--- src/rtl/bank_ea_pkg.sv ---
package bank_ea_pkg;

  typedef enum logic [2:0] {
    MODE_FETCH  = 3'd0,
    MODE_ABS    = 3'd1,
    MODE_LONG   = 3'd2,
    MODE_DIRECT = 3'd3,
    MODE_STACK  = 3'd4,
    MODE_VECTOR = 3'd5,
    MODE_FAR    = 3'd6,
    MODE_RSVD   = 3'd7
  } eaMode_e;

  typedef enum logic [1:0] {
    CLS_FETCH  = 2'd0,
    CLS_DATA   = 2'd1,
    CLS_STACK  = 2'd2,
    CLS_VECTOR = 2'd3
  } accClass_e;

  typedef enum logic [1:0] {
    BK_ZERO = 2'd0,
    BK_PROG = 2'd1,
    BK_DATA = 2'd2,
    BK_LONG = 2'd3
  } bankSel_e;

  typedef enum logic [1:0] {
    BASE_NONE   = 2'd0,
    BASE_DIRECT = 2'd1,
    BASE_STACK  = 2'd2
  } baseSel_e;

  typedef enum logic [1:0] {
    IX_NONE = 2'd0,
    IX_X    = 2'd1,
    IX_Y    = 2'd2
  } idxPick_e;

  typedef struct packed {
    bankSel_e  bankSel;
    baseSel_e  baseSel;
    idxPick_e  idxPick;
    logic      carryWide;
    logic      pbLoad;
    logic      pbFromLong;
    accClass_e cls;
  } eaStrobes_t;

endpackage

--- src/rtl/bank_ea_ctrl.sv ---
module bank_ea_ctrl
  import bank_ea_pkg::*;
(
  input  logic [2:0] modeIn,
  input  logic [1:0] idxSelIn,
  input  logic       emuMode,
  output eaStrobes_t strb
);

  idxPick_e reqPick;

  always_comb begin
    case (idxSelIn)
      2'd1:    reqPick = IX_X;
      2'd2:    reqPick = IX_Y;
      default: reqPick = IX_NONE;
    endcase
  end

  always_comb begin
    strb.bankSel    = BK_DATA;
    strb.baseSel    = BASE_NONE;
    strb.idxPick    = reqPick;
    strb.carryWide  = 1'b1;
    strb.pbLoad     = 1'b0;
    strb.pbFromLong = 1'b0;
    strb.cls        = CLS_DATA;
    case (eaMode_e'(modeIn))
      MODE_FETCH: begin
        strb.bankSel   = emuMode ? BK_ZERO : BK_PROG;
        strb.carryWide = 1'b0;
        strb.cls       = CLS_FETCH;
      end
      MODE_LONG: begin
        strb.bankSel = BK_LONG;
      end
      MODE_DIRECT: begin
        strb.bankSel   = BK_ZERO;
        strb.baseSel   = BASE_DIRECT;
        strb.carryWide = 1'b0;
      end
      MODE_STACK: begin
        strb.bankSel   = BK_ZERO;
        strb.baseSel   = BASE_STACK;
        strb.idxPick   = IX_NONE;
        strb.carryWide = 1'b0;
        strb.cls       = CLS_STACK;
      end
      MODE_VECTOR: begin
        strb.bankSel   = BK_ZERO;
        strb.idxPick   = IX_NONE;
        strb.carryWide = 1'b0;
        strb.pbLoad    = 1'b1;
        strb.cls       = CLS_VECTOR;
      end
      MODE_FAR: begin
        strb.bankSel    = emuMode ? BK_ZERO : BK_LONG;
        strb.idxPick    = IX_NONE;
        strb.carryWide  = 1'b0;
        strb.pbLoad     = 1'b1;
        strb.pbFromLong = !emuMode;
        strb.cls        = CLS_FETCH;
      end
      default: ; // absolute and reserved codes keep the defaults
    endcase
  end


  always_comb begin
    pb_load_class_chk: assert (!strb.pbLoad || strb.cls == CLS_FETCH || strb.cls == CLS_VECTOR);
  end


  always_comb begin
    emu_bank_chk: assert (!(emuMode && strb.cls == CLS_FETCH) || strb.bankSel == BK_ZERO);
  end

endmodule

--- src/rtl/bank_ea_dpath.sv ---
module bank_ea_dpath
  import bank_ea_pkg::*;
#(
  parameter int BANK_W = 8,
  parameter int OFF_W  = 16
) (
  input  logic                        clk,
  input  logic                        rstN,
  input  logic                        reqValid,
  input  eaStrobes_t                  strb,
  input  logic [OFF_W-1:0]            operand,
  input  logic [OFF_W-1:0]            idxX,
  input  logic [OFF_W-1:0]            idxY,
  input  logic [BANK_W-1:0]           dataBank,
  input  logic [BANK_W-1:0]           progBank,
  input  logic [BANK_W-1:0]           longBank,
  input  logic [OFF_W-1:0]            directBase,
  input  logic [OFF_W-1:0]            stackPtr,
  output logic                        outValid,
  output logic [BANK_W+OFF_W-1:0]     physAddr,
  output logic [1:0]                  accClass,
  output logic                        pbWe,
  output logic [BANK_W-1:0]           pbNext
);

  localparam int ADDR_W = BANK_W + OFF_W;

  logic [BANK_W-1:0] bankVal;
  logic [OFF_W-1:0]  baseVal;
  logic [OFF_W-1:0]  baseOff;
  logic [OFF_W-1:0]  idxVal;
  logic [OFF_W-1:0]  sumWrap;
  logic [ADDR_W-1:0] sumWide;
  logic [ADDR_W-1:0] nextAddr;

  always_comb begin
    case (strb.bankSel)
      BK_PROG: bankVal = progBank;
      BK_DATA: bankVal = dataBank;
      BK_LONG: bankVal = longBank;
      default: bankVal = '0;
    endcase
    case (strb.baseSel)
      BASE_DIRECT: baseVal = directBase;
      BASE_STACK:  baseVal = stackPtr;
      default:     baseVal = '0;
    endcase
    case (strb.idxPick)
      IX_X:    idxVal = idxX;
      IX_Y:    idxVal = idxY;
      default: idxVal = '0;
    endcase
  end

  assign baseOff  = operand + baseVal;
  assign sumWrap  = baseOff + idxVal;
  assign sumWide  = {bankVal, baseOff} + {{BANK_W{1'b0}}, idxVal};
  assign nextAddr = strb.carryWide ? sumWide : {bankVal, sumWrap};

  always_ff @(posedge clk) begin
    if (!rstN) begin
      outValid <= 1'b0;
      physAddr <= '0;
      accClass <= CLS_FETCH;
      pbWe     <= 1'b0;
      pbNext   <= '0;
    end else begin
      outValid <= reqValid;
      pbWe     <= reqValid && strb.pbLoad;
      if (reqValid) begin
        physAddr <= nextAddr;
        accClass <= strb.cls;
        pbNext   <= strb.pbFromLong ? longBank : '0;
      end
    end
  end


  valid_follow_chk: assert property (@(posedge clk) disable iff (!rstN)
    reqValid |=> outValid);


  idle_follow_chk: assert property (@(posedge clk) disable iff (!rstN)
    !reqValid |=> !outValid);


  zero_bank_chk: assert property (@(posedge clk) disable iff (!rstN)
    (reqValid && strb.bankSel == BK_ZERO) |=> (physAddr[ADDR_W-1:OFF_W] == '0));


  fetch_bank_chk: assert property (@(posedge clk) disable iff (!rstN)
    (reqValid && strb.bankSel == BK_PROG) |=> (physAddr[ADDR_W-1:OFF_W] == $past(progBank)));


  vector_pb_chk: assert property (@(posedge clk) disable iff (!rstN)
    (outValid && accClass == CLS_VECTOR) |-> (pbWe && pbNext == '0));


  abs_plain_chk: assert property (@(posedge clk) disable iff (!rstN)
    (reqValid && strb.bankSel == BK_DATA && strb.idxPick == IX_NONE)
      |=> (physAddr == {$past(dataBank), $past(operand)}));

endmodule

--- src/rtl/bank_ea_gen.sv ---
module bank_ea_gen
  import bank_ea_pkg::*;
#(
  parameter int BANK_W = 8,
  parameter int OFF_W  = 16
) (
  input  logic                    clk,
  input  logic                    rstN,
  input  logic                    reqValid,
  input  logic [2:0]              mode,
  input  logic [OFF_W-1:0]        operand,
  input  logic [1:0]              idxSel,
  input  logic [OFF_W-1:0]        idxX,
  input  logic [OFF_W-1:0]        idxY,
  input  logic [BANK_W-1:0]       dataBank,
  input  logic [BANK_W-1:0]       progBank,
  input  logic [BANK_W-1:0]       longBank,
  input  logic [OFF_W-1:0]        directBase,
  input  logic [OFF_W-1:0]        stackPtr,
  input  logic                    emuMode,
  output logic                    outValid,
  output logic [BANK_W+OFF_W-1:0] physAddr,
  output logic [1:0]              accClass,
  output logic                    pbWe,
  output logic [BANK_W-1:0]       pbNext
);

  eaStrobes_t strb;

  bank_ea_ctrl u_ctrl (
    .modeIn   (mode),
    .idxSelIn (idxSel),
    .emuMode  (emuMode),
    .strb     (strb)
  );

  bank_ea_dpath #(.BANK_W(BANK_W), .OFF_W(OFF_W)) u_dpath (
    .clk        (clk),
    .rstN       (rstN),
    .reqValid   (reqValid),
    .strb       (strb),
    .operand    (operand),
    .idxX       (idxX),
    .idxY       (idxY),
    .dataBank   (dataBank),
    .progBank   (progBank),
    .longBank   (longBank),
    .directBase (directBase),
    .stackPtr   (stackPtr),
    .outValid   (outValid),
    .physAddr   (physAddr),
    .accClass   (accClass),
    .pbWe       (pbWe),
    .pbNext     (pbNext)
  );

endmodule

--- config.mk ---
export PLATFORM = sky130hd
export DESIGN_NAME = bank_ea_gen
export DESIGN_NICKNAME = d
export VERILOG_FILES = /design/src/rtl/bank_ea_pkg.sv /design/src/rtl/bank_ea_ctrl.sv /design/src/rtl/bank_ea_dpath.sv /design/src/rtl/bank_ea_gen.sv
export SDC_FILE = /design/constraint.sdc
export NUM_CORES = 1
export LEC_CHECK = 0
export ABC_AREA = 1
export BUFFER_PORTS_ARGS = -buffer_cell sky130_fd_sc_hd__buf_2
export CORE_AREA = 2 2 116 118
export CTS_BUF_LIST = sky130_fd_sc_hd__clkbuf_16
export DETAILED_ROUTE_END_ITERATION = 8
export DIE_AREA = 0 0 118 120
export GPL_TIMING_DRIVEN = 0
export PLACE_DENSITY = 0.52
export SLEW_MARGIN = 20
export SYNTH_ARGS = -nofsm -noshare
export SYNTH_HDL_FRONTEND = slang
export SYNTH_SLANG_ARGS = --single-unit
--- constraint.sdc ---
create_clock -name clk -period 5.95 [get_ports clk]
set_input_delay 1.19 -clock clk [delete_from_list [all_inputs] [get_ports clk]]
set_output_delay 1.19 -clock clk [all_outputs]
set_load 0.005 [all_outputs]
# Yosys cells after proc, flatten, opt, wreduce, memory -nomap -nowiden
# Index checks and enable logic that the tools add are counted.
# word_totals
in_bits	113
out_inout_bits	36
wordCells	44
ff_bits	36
# op_classes
muxes	14
addsub	3
n_eq_ne	14
n_reduce_logical	8
# op_table
op	count
16-bit case mux with 2 select lines	2
16-bit adder	2
24-bit by 16-bit adder with 24-bit output	1
24-bit 2-to-1 mux	1
8-bit case mux with 3 select lines	1
2-bit equality test, second input constant	5
3-bit equality test, second input constant	3
2-bit by 1-bit equality test with 1-bit output, second input constant	4
8-bit 2-to-1 mux	1
2-bit case mux with 2 select lines	2
2-bit case mux with 4 select lines	1
3-bit by 2-bit equality test with 1-bit output, second input constant	2
2-bit case mux with 3 select lines	1
3-bit OR reduction	2
5-bit OR reduction	1
2-bit 2-to-1 mux	2
2-bit OR reduction	2
3-bit logical NOT	1
1-bit 2-to-1 mux	3
1-bit logical AND	1
1-bit logical NOT	1

# Longest topological paths before layout
# logic_depth
ltp_word	7
ltp_mapped	31
mapped_depth_nobuf	29

# By module
# From an unflattened synthesis, not the netlist that was laid out.
# hier_totals
cells_unflattened	679
hier_area_um2	3935.0
# modules_own_cells
mod	n_inst	cells_each	seq_area_each_um2	area_per_inst_um2
bank_ea_dpath	1	652	720.7	3824.9
bank_ea_ctrl	1	27	0.0	110.1

# Least setup slack after synthesis
# Ideal clock, no wire load.
# synth_path
path_kind	input port to flip-flop
startpoint	in mode[2]
endpoint	reg u_dpath.physAddr[21]
t_arrival_ps	4604
path_stages	30
path_buffers	2
t_required_ps	5837
setup_slack_ps	1233
setup_time_ps	113
path_cell_list	buf_6 -> inv_2 -> nand3_2 -> clkbuf_1 -> o21ai_0 -> ha_1 -> fa_1 -> nand3_1 -> nand3_1 -> a21oi_1 -> o21ai_0 -> nand2_1 -> nand2_1 -> a21oi_1 -> nand2_1 -> nand2_1 -> inv_1 -> ha_1 -> nand2_1 -> nor2_1 -> and3_1 -> nand2_1 -> nand2_1 -> nand3_2 -> nand2_2 -> nand3_2 -> nand2_1 -> nand2_1 -> o21ai_1 -> inv_1
# synth_via
elab_chain_cells	7
elab_cells_between_ends	25
cone_classes	2 x add/sub; 12 x eq/ne; 7 x mux; 4 x reduce/logical
# synth_lines
element	line	text
from (decl)	bank_ea_gen.sv:10	input logic [2:0] mode,
3-bit equality test or 3-bit by 2-bit equality test with 1-bit output (tied branches)	bank_ea_ctrl.sv:28	case (eaMode_e'(modeIn))
2-bit case mux with 2 select lines or 3-bit OR reduction (tied branches)	-	
2-bit equality test, or another cell as far along	bank_ea_dpath.sv:43	case (strb.baseSel)
16-bit case mux with 2 select lines, or another cell as far along	bank_ea_dpath.sv:43	
16-bit adder, or another cell as far along	bank_ea_dpath.sv:55	assign baseOff = operand + baseVal;
24-bit by 16-bit adder with 24-bit output	bank_ea_dpath.sv:57	assign sumWide = {bankVal, baseOff} + {{BANK_W{1'b0}}, idxVal};
24-bit 2-to-1 mux (*)	bank_ea_dpath.sv:58	assign nextAddr = strb.carryWide ? sumWide : {bankVal, sumWrap};
to (signal assigned)	bank_ea_dpath.sv:71	physAddr <= nextAddr;
to (decl)	bank_ea_dpath.sv:20	output logic [BANK_W+OFF_W-1:0] physAddr,
# Mark *: on every way between the ends. The rest lies on a longest branch, timed or not.
# A chain may end at the register's enable or synchronous reset.

# Worst setup path in the final report
# layout_path
startpoint	in mode[2]
endpoint	reg u_dpath.physAddr[23]
# Same word-level chain as after synthesis.

==> results by group <==
Worst setup path
  • CP most frequent cell: nand2_1
  • WS Path Type: primary input to flip-flop
  • CP arrival: 5.37 ns
  • Critical path launch point type: primary input
  • Critical Path End Type: flip-flop
  • Critical Path Max Stage Delay: 0.41 ns
  • Max FO, Critical Path: 10
  • Critical path's slowest cell: fa_1
  • Req. time, crit path: 6.13 ns

Hold path
  • Hold Crit Class: flip-flop to flip-flop

Synth
  • Mapped cell area: 3790 um^2
  • Post-synth EDFFs: 0
  • Syn_nets: 740
  • YS warnings: 0
  • Synth cell count leaders: nand2_1, inv_1, a21oi_1
  • Ys async rst share: 0
  • Cell variety after synth: 43
  • Avg Inst Size Synth: 6.40 um^2
  • Synth Register Bits: 36
  • Synth area leader: dfxtp_1
  • Synth Instances: 592
  • Sequential area share after synthesis: 0.190
  • Synth area leaders: dfxtp_1, nand2_1, ha_1
  • Top FF cell, synth: dfxtp_1
  • Cell with the most instances after synthesis: nand2_1
  • Synth top area share: 0.190

Layout
  • Layout Cells excl Fill: 921
  • Share of post-route cells with drive strength above 1: 0.259
  • Ant. Diodes: 0
  • Area grow syn2layout: 29.3%
  • Nets: 892

Clock network
  • Post-cts sizing count: 0
  • CTS sink cnt: 36
  • CTS tree: built
  • Clock slew seen by the registers of the worst setup and hold paths: 0.05 ns
  • Worst skew pair latency: 0.28 ns
  • TritonCTS buffer count: 5
  • CTS H-Tree Depth: 2
  • Max Root-Sink Buffers: 2
  • Hold-fix buffers at CTS: 0
  • Post-CTS setup buffer count: 0
  • Clock Tree Root: clkbuf_16

Placement
  • Placed Cells: 913
  • Gpl congestion: 0.834
  • Port Buffers: 145
  • Post-detail-place hpwl: 10,600 um

Power
  • Power Dens Cells: 182 nW/um^2
  • Peak VDD IR: 0.0880 mV
  • P_leak: 2.68 nW
  • Post-layout total power: 0.000891 W

Routing
  • Total routed wirelength: 12,200 um
  • # DRC: 0
  • Drt pass-1 iters: 4
  • ANT nets after route: 0
  • Via Count: 4,209
  • Mean routed wirelength per cell: 13.3 um
  • Via-to-Cell Ratio: 4.57
  • Detailed Route Iter0 Violations: 212

Floorplanning
  • Initial Util: 0.292
  • Chip Height: 120 um
  • Die width: 118 um
  • Top-Level Pins: 149
  • Row cnt: 42
  • Die area: 14,200 um^2
  • Core box area: 13,000 um^2

STA
  • Fin crit period: 5.19 ns
  • Worst-Margin Slew: 0.961 ns
  • Fin crit share: 0.872
  • Setup_tns: 0 ns
  • Setup-failing EPs final: 0
  • Fin. Hold Viols: 0
  • Worst Skew: 0 ns
  • Slew Limit Fails: 0
  • Slew margin rel.: 0.354
  • Unrepaired setup endpoints after global routing: no
  • Peak Freq: 0.193 GHz

Flow run
  • Max Cap Violations: 0

Global route
  • Largest net degree at the start of global routing: 12
  • GRT Residual Overflow: 0
  • Wire length of the first global-routing pass: 19,900 um
  • GRT Total Usage: 0.173
  • Initial antenna violation count: 0
  • Vias in the first global route: 4,113

Run status
  • Status: complete, no violations
[worst max-delay path: cells and delay by family]
family / cells / cell delay [ns]
buffers and inverters: 5 / 0.60
AO/OA/AOI/OAI: 5 / 0.82
AND/OR/NAND/NOR: 17 / 1.77
adder cells (fa/ha/maj): 3 / 0.98
[cell type report]
| cell class | count | area [um^2] |
|---|---|---|
| fill | 1467 | 8080 |
| multi-input combinational | 459 | 2680 |
| timing repair buffer | 145 | 726 |
| sequential | 36 | 721 |
| inverter | 76 | 285 |
| tap | 176 | 220 |
| clock buffer | 5 | 125 |
| buffer | 21 | 109 |
| clock inverter | 3 | 38.8 |
[per-stage QoR]
step                      hold WS [ns]  area (um^2)  setup WS, ns   util
after CTS                        0.470         4900         0.698  0.377
after global placement           0.454         4740         0.499  0.365
after floorplan                  0.462         3790          1.23      -
final                            0.468         4900         0.761  0.377
after global routing             0.499         4900         0.314  0.377
after detailed placement         0.461         4740         0.408  0.365
[logic make-up after synthesis]
family,Yosys count,synth area share
adders and majority gates,35,0.120
xor gates and xnor gates,24,0.0555
DFF,36,0.190
buffers and inverters,97,0.104
AOI/OAI and AO/OA,134,0.197
and+or+nand+nor,266,0.334
[routing by layer]
layer | GRT usage | routed length [um] | up-vias
met5 | 0 | 0 | -
met4 | 0.0309 | 100 | 0
met3 | 0.0309 | 704 | 8
met2 | 0.296 | 5560 | 117
met1 | 0.229 | 5850 | 1833
li1 | - | - | 2251
[state kept, by name, indices dropped and copies added (netlist names)]
name and cells:
u_dpath.pbNext 8, u_dpath.physAddr 24, u_dpath.outValid 1, u_dpath.accClass 2
u_dpath.pbWe 1
[cells in the final DEF (no fill, tap or decap), types with 2 or more instances in the layout]
cell         n
a21oi_1     59
nand2_1    155
fa_1         2
a21oi_2      2
nor3_1       6
nand2_4      3
xor2_1      16
o211ai_1     6
buf_6        4
o21ai_0     47
nand4_1      3
dfxtp_1     36
nand3_2      8
clkbuf_1    16
inv_2        2
nor2_4       2
a21o_1       5
o21bai_1     5
ha_1        33
nor2_8       2
nand2_2     10
clkbuf_16    5
buf_2      145
nand3_4      2
nor2_1      25
inv_1       75
nor2_2       4
nand3b_1     2
xnor2_1      8
nand3_1     40
[path summary, 6_finish.rpt]
kind                         from              endpoint  slack [ns]  cells past startpoint
max                       mode[2]  u_dpath.physAddr[23]        0.76                     30
min          u_dpath.physAddr[17]  u_dpath.physAddr[17]        0.47                      2
max reg2reg  u_dpath.physAddr[10]  u_dpath.physAddr[10]        5.25                      3
min reg2reg  u_dpath.physAddr[17]  u_dpath.physAddr[17]        0.47                      2
[where the power goes]
part	leakage, nW	switching (W)	internal (W)
clock	0.0850	0.0000967	0.000195
sequential	0.298	0.0000108	0.000261
combinational	2.30	0.000197	0.000130
No activity file was read; power rests on OpenSTA's default activity.
